`config.mk`:
```
export PLATFORM = sky130hd
export DESIGN_NAME = sync_char_tx
export DESIGN_NICKNAME = d
export VERILOG_FILES = /design/src/rtl/sync_char_tx_pkg.sv /design/src/rtl/sync_char_tx_ctrl.sv /design/src/rtl/sync_char_tx_datapath.sv /design/src/rtl/sync_char_tx.sv
export SDC_FILE = /design/constraint.sdc
export NUM_CORES = 1
export LEC_CHECK = 0
export BUFFER_PORTS_ARGS = -buffer_cell sky130_fd_sc_hd__buf_4
export CAP_MARGIN = 5
export CORE_UTILIZATION = 51
export DETAILED_ROUTE_END_ITERATION = 10
export PLACE_DENSITY_LB_ADDON = 0.2
export SETUP_SLACK_MARGIN = 0.2
export SLEW_MARGIN = 10
export SYNTH_ARGS = -nofsm -noshare
export SYNTH_HDL_FRONTEND = slang
export SYNTH_SLANG_ARGS = --single-unit
```
`constraint.sdc`:
```
create_clock -name clk -period 1.6 [get_ports clk]
set_input_delay 0 -clock clk [delete_from_list [all_inputs] [get_ports clk]]
set_output_delay 0 -clock clk [all_outputs]
set_load 0.005 [all_outputs]
```
`src/rtl/sync_char_tx_pkg.sv`:
```
package sync_char_tx_pkg;
  typedef enum logic [1:0] {
    CH_IDLE = 2'd0,
    CH_SYNC = 2'd1,
    CH_DATA = 2'd2
  } charSel_e;

  typedef struct packed {
    logic     shift;
    logic     load;
    charSel_e sel;
    logic     underrun;
  } txStrobe_t;
endpackage

```
`src/rtl/sync_char_tx_ctrl.sv`:
```
module sync_char_tx_ctrl
  import sync_char_tx_pkg::*;
#(
  parameter int CHAR_BITS  = 8,
  parameter int BIT_DIV    = 4,
  parameter int SYNC_COUNT = 2
) (
  input  logic      clk,
  input  logic      rstN,
  input  logic      inValid,
  input  logic      inSom,
  input  logic      inLast,
  output logic      inReady,
  output logic      bitClkEn,
  output txStrobe_t strobe
);
  localparam int DIV_W  = (BIT_DIV > 1) ? $clog2(BIT_DIV) : 1;
  localparam int IDX_W  = (CHAR_BITS > 1) ? $clog2(CHAR_BITS) : 1;
  localparam int SYNC_W = $clog2(SYNC_COUNT + 1);

  logic [DIV_W-1:0]  divCnt;
  logic [IDX_W-1:0]  bitIdx;
  logic [SYNC_W-1:0] syncLeft;
  logic prefixDone, inMsg;
  logic bitTick, boundary, somPending, accept;

  always_comb begin
    bitTick    = (divCnt == DIV_W'(BIT_DIV - 1));
    boundary   = bitTick && (bitIdx == IDX_W'(CHAR_BITS - 1));
    somPending = inValid && inSom && !prefixDone;
    inReady    = boundary && (syncLeft == '0) && !(inSom && !prefixDone);
    accept     = inReady && inValid;
    bitClkEn   = (divCnt == '0);

    strobe          = '0;
    strobe.sel      = CH_IDLE;
    strobe.shift    = bitTick && !boundary;
    strobe.load     = boundary;
    if ((syncLeft != '0) || somPending) begin
      strobe.sel = CH_SYNC;
    end else if (accept) begin
      strobe.sel = CH_DATA;
    end else begin
      strobe.underrun = boundary && inMsg;
    end
  end

  always_ff @(posedge clk or negedge rstN) begin
    if (!rstN) begin
      divCnt     <= '0;
      bitIdx     <= '0;
      syncLeft   <= '0;
      prefixDone <= 1'b0;
      inMsg      <= 1'b0;
    end else begin
      divCnt <= bitTick ? '0 : divCnt + 1'b1;
      if (boundary)     bitIdx <= '0;
      else if (bitTick) bitIdx <= bitIdx + 1'b1;
      if (boundary) begin
        if (syncLeft != '0) begin
          syncLeft <= syncLeft - 1'b1;
        end else if (somPending) begin
          syncLeft   <= SYNC_W'(SYNC_COUNT - 1);
          prefixDone <= 1'b1;
        end
      end
      if (accept) begin
        prefixDone <= 1'b0;
        inMsg      <= !inLast;
      end
    end
  end
endmodule

```
`src/rtl/sync_char_tx_datapath.sv`:
```
module sync_char_tx_datapath
  import sync_char_tx_pkg::*;
#(
  parameter int                 CHAR_BITS = 8,
  parameter logic [CHAR_BITS-1:0] SYNC_CHAR = 8'h16,
  parameter logic [CHAR_BITS-1:0] IDLE_CHAR = 8'h16
) (
  input  logic                 clk,
  input  logic                 rstN,
  input  txStrobe_t            strobe,
  input  logic [CHAR_BITS-1:0] inData,
  input  logic                 clrUnderrun,
  output logic                 serData,
  output logic                 underrunFlag
);
  logic [CHAR_BITS-1:0] shiftReg;
  logic [CHAR_BITS-1:0] nextChar;

  always_comb begin
    unique case (strobe.sel)
      CH_SYNC: nextChar = SYNC_CHAR;
      CH_DATA: nextChar = inData;
      default: nextChar = IDLE_CHAR;
    endcase
  end

  always_ff @(posedge clk or negedge rstN) begin
    if (!rstN) begin
      shiftReg     <= IDLE_CHAR;
      underrunFlag <= 1'b0;
    end else begin
      if (strobe.load)       shiftReg <= nextChar;
      else if (strobe.shift) shiftReg <= shiftReg >> 1;
      if (strobe.underrun)   underrunFlag <= 1'b1;
      else if (clrUnderrun)  underrunFlag <= 1'b0;
    end
  end

  assign serData = shiftReg[0];
endmodule

```
`src/rtl/sync_char_tx.sv`:
```
module sync_char_tx
  import sync_char_tx_pkg::*;
#(
  parameter int                   CHAR_BITS  = 8,
  parameter int                   BIT_DIV    = 4,
  parameter int                   SYNC_COUNT = 2,
  parameter logic [CHAR_BITS-1:0] SYNC_CHAR  = 8'h16,
  parameter logic [CHAR_BITS-1:0] IDLE_CHAR  = 8'h16
) (
  input  logic                 clk,
  input  logic                 rstN,
  input  logic [CHAR_BITS-1:0] inData,
  input  logic                 inValid,
  input  logic                 inSom,
  input  logic                 inLast,
  output logic                 inReady,
  input  logic                 clrUnderrun,
  output logic                 serData,
  output logic                 bitClkEn,
  output logic                 underrunFlag
);
  txStrobe_t strobe;

  sync_char_tx_ctrl #(
    .CHAR_BITS(CHAR_BITS), .BIT_DIV(BIT_DIV), .SYNC_COUNT(SYNC_COUNT)
  ) uCtrl (
    .clk(clk), .rstN(rstN), .inValid(inValid), .inSom(inSom), .inLast(inLast),
    .inReady(inReady), .bitClkEn(bitClkEn), .strobe(strobe)
  );

  sync_char_tx_datapath #(
    .CHAR_BITS(CHAR_BITS), .SYNC_CHAR(SYNC_CHAR), .IDLE_CHAR(IDLE_CHAR)
  ) uData (
    .clk(clk), .rstN(rstN), .strobe(strobe), .inData(inData),
    .clrUnderrun(clrUnderrun), .serData(serData), .underrunFlag(underrunFlag)
  );
endmodule

```
==> impl_results.md <==
- Most frequent cells after synthesis: dfrtp_1 (15), inv_1 (6), nor2b_1 (5)
- Unique cell type count in the Yosys netlist: 22
- Switching fraction of total power: 0.2257
- NetSw: 0.1732 mW
- Initial core utilization: 0.5525
- Total track usage: 0.2457
- Crit Reg-Reg Endpoint: uData.shiftReg[2]
- DR iter-0 viols: 22
- Count leader, synth: dfrtp_1
- Antenna Cells: 0
- Post-synth EDFFs: 0
- TNS Setup: 0 ps
- CP Max Fanout: 7
- Min Tclk post-route: 1487 ps
- DIE WIDTH: 42.64 um
- Die height: 42.64 um
- Grt total ovfl: 0
- Final WL: 1960 um
- HPWL Detailed: 1167 um
- Die area: 1818 sq um
- Synth top area share: 0.4458
- Proportion of layout cells with a drive suffix above 1: 0.4528
- WP data arrival: 1720 ps
- Worst-path clk slew: 100 ps
- Comb power frac: 0.089
- Int Power: 0.5942 mW
- RSZ-0062 raised after global routing: true
- Max clock buf depth: 2
- CP required: 1830 ps
- Fin crit share: 0.9291
- Top_reg_cell synth: dfrtp_1
- PortBufs: 17
- Clk sink count: 18
- Reg2reg path depth: 5
- Worst-Margin Slew: 469.9 ps
- Pwr dens: 625.8 nW/um^2
- Synth area leader: dfrtp_1
- Largest net degree at the start of global routing: 19
- Cells after synthesis: 69
- Sequential fraction of design power: 0.597
- Syn_area_per_cell: 12.20 sq um
- Post-synthesis sequential area ratio: 0.5394
- Flops & latches, synth: 18
- Max Clock Skew: 8.755 ps
- Nets: 125
- Worst Hold Path Cells: 4
- First-pass GRT wire length: 3222 um
- Hold endpoint: uData.shiftReg[1]
- R2R Setup Slk: 110 ps
- CTS Buf Count: 3
- Hold Violations, Final: 0
- Initial antenna violation count: 0
- CTS tree: done
- Status: completed
- Final ANT Viol Nets: 0
- Worst skew pair latency: 300 ps
- Area contributors post-synth: dfrtp_1 (45%), dfstp_2 (9.4%), ha_1 (5.9%), a221o_2 (5.3%), mux2_2 (4.0%)
- Max frequency: 672.7 MHz
- CP Launch Type: flop
- Synth Cell Area: 842.1 sq um
- Worst r2r src: uCtrl.bitIdx[0]
- Ys Warns: 0
- Clk pwr share: 0.314
- # H-tree levels: 1
- Via-to-Cell Ratio: 5.811
- Core box area: 1524 sq um
- Mapped Nets: 87
- Syn-to-layout area delta: 45.62%
- Vias in the first global route: 726
- DRT Pass-1 Iters: 4
- Root Buffer: clkbuf_4
- Pleak: 0.5516 nW
- VDD IR-drop max: 0.4411 mV
- Rows: 14
- MaxCap Viol Count: 0
- Drt drc: 0
- Final setup vio count: 0
- Ports: 18
- Fin util: 0.8046
- Drt wl/cell: 16.07 um
- Hold_sp: inData[1]
- CP endpoint kind: flop
- Asr flop ratio synth: 1.000
- Crit Path Category: flop to flop
- Rel. slew slack: 0.6856
- Vias: 709
- Gpl congestion: 0.7480
- Max Slew Vio Count: 0
- Min-Delay Path Class: input pin to flop
[metal layers]
layer	vias to the layer above	track usage	wire [um]
li1	326	-	-
met3	5	0.03017	105
met4	0	0.1313	40
met2	38	0.3848	948
met5	-	0	0
met1	340	0.3305	866
[logic make-up after synthesis]
kind of cell,count (synthesis),synth area share
muxes,4,0.05200
and+or+nand+nor,21,0.1709
buffers and inverters,7,0.03268
DFF,18,0.5394
adders and majority gates,4,0.05944
AOI/OAI and AO/OA,15,0.1456
[flip-flops by register name, indices dropped and copies added (netlist names)]
name and flops:
uData.shiftReg 8, uCtrl.bitIdx 3, uCtrl.divCnt 2, uCtrl.syncLeft 2
uCtrl.inMsg 1, uCtrl.prefixDone 1, uData.underrunFlag 1
[stage by stage]
stage | hold slack [ps] | cell area, sq um | setup WS (ps) | power (mW) | std cells
2_1_floorplan | -295.6 | 868.3 | 201.8 | 0.4755 | 69
3_3_place_gp | -124.9 | 1033 | 107.2 | 0.5131 | 104
3_5_place_dp | -119.3 | 1033 | 69.68 | 0.5139 | 104
4_1_cts | 69.77 | 1195 | 129.8 | 0.7676 | 120
5_1_grt | 110.4 | 1226 | 13.34 | 0.7863 | 122
6_report | 72.17 | 1226 | 113.4 | 0.7673 | 122
[worst max path at each step]
stage | endpoint | depth (start not counted) | start
floorplan | uData.shiftReg[1] | 5 | uCtrl.bitIdx[0]
global placement | uData.shiftReg[4] | 5 | uCtrl.bitIdx[0]
detailed placement | uData.shiftReg[2] | 5 | uCtrl.bitIdx[0]
CTS | uData.shiftReg[2] | 5 | uCtrl.bitIdx[0]
global route | uCtrl.inMsg | 5 | uCtrl.bitIdx[0]
finish | uData.shiftReg[2] | 5 | uCtrl.bitIdx[0]
[layout by cell type (no fill, tap or decap), types with 2 or more instances in the layout]
cell | Yosys | final
nor2b_1 | 5 | 5
o2bb2ai_1 | 3 | 3
ha_4 | 0 | 2
mux2_2 | 3 | 3
nor3_2 | 0 | 3
dfrtp_1 | 15 | 15
inv_1 | 6 | 6
nand2_1 | 2 | 2
nor2_1 | 4 | 4
a221o_2 | 4 | 4
buf_4 | 0 | 24
a22o_1 | 2 | 2
or4b_1 | 3 | 3
dfstp_2 | 3 | 3
dlygate4sd3_1 | 0 | 9
clkbuf_4 | 0 | 3
o21ai_0 | 4 | 3
[timing repair]
| item | in CTS | in global routing |
|---|---|---|
| hold buffers | 9 | 0 |
| setup endpoints to repair | 14 | 16 |
| setup buffers | 3 | 2 |
| hold endpoints to repair | 25 | 0 |
| pin swaps | 2 | 1 |
| resized for setup | 4 | 4 |
| cloned | 0 | 0 |
[power by group through the flow]
stage / clock network, mW / logic, mW / registers, mW
5_1_grt: 0.253 / 0.0750 / 0.459
2_1_floorplan: 0 / 0.00894 / 0.467
3_5_place_dp: 0 / 0.0470 / 0.467
6_report: 0.241 / 0.0684 / 0.458
4_1_cts: 0.244 / 0.0656 / 0.458
3_3_place_gp: 0 / 0.0464 / 0.467
[final cells by class]
class	instances	area [sq um]
Tap cell	16	20.02
Multi-Input combinational cell	44	421.7
Sequential cell	18	454.2
Clock buffer	4	26.28
Inverter	6	22.52
Fill cell	91	297.8
Timing Repair Buffer	34	281.5
[critical path: stages, from the launching register on]
cell and delay (ps):
dfrtp_1 370, ha_2 190, ha_4 170, or4b_1 460, nor3_2 130, o2bb2ai_1 90
(Power assumes the default switching activity.)
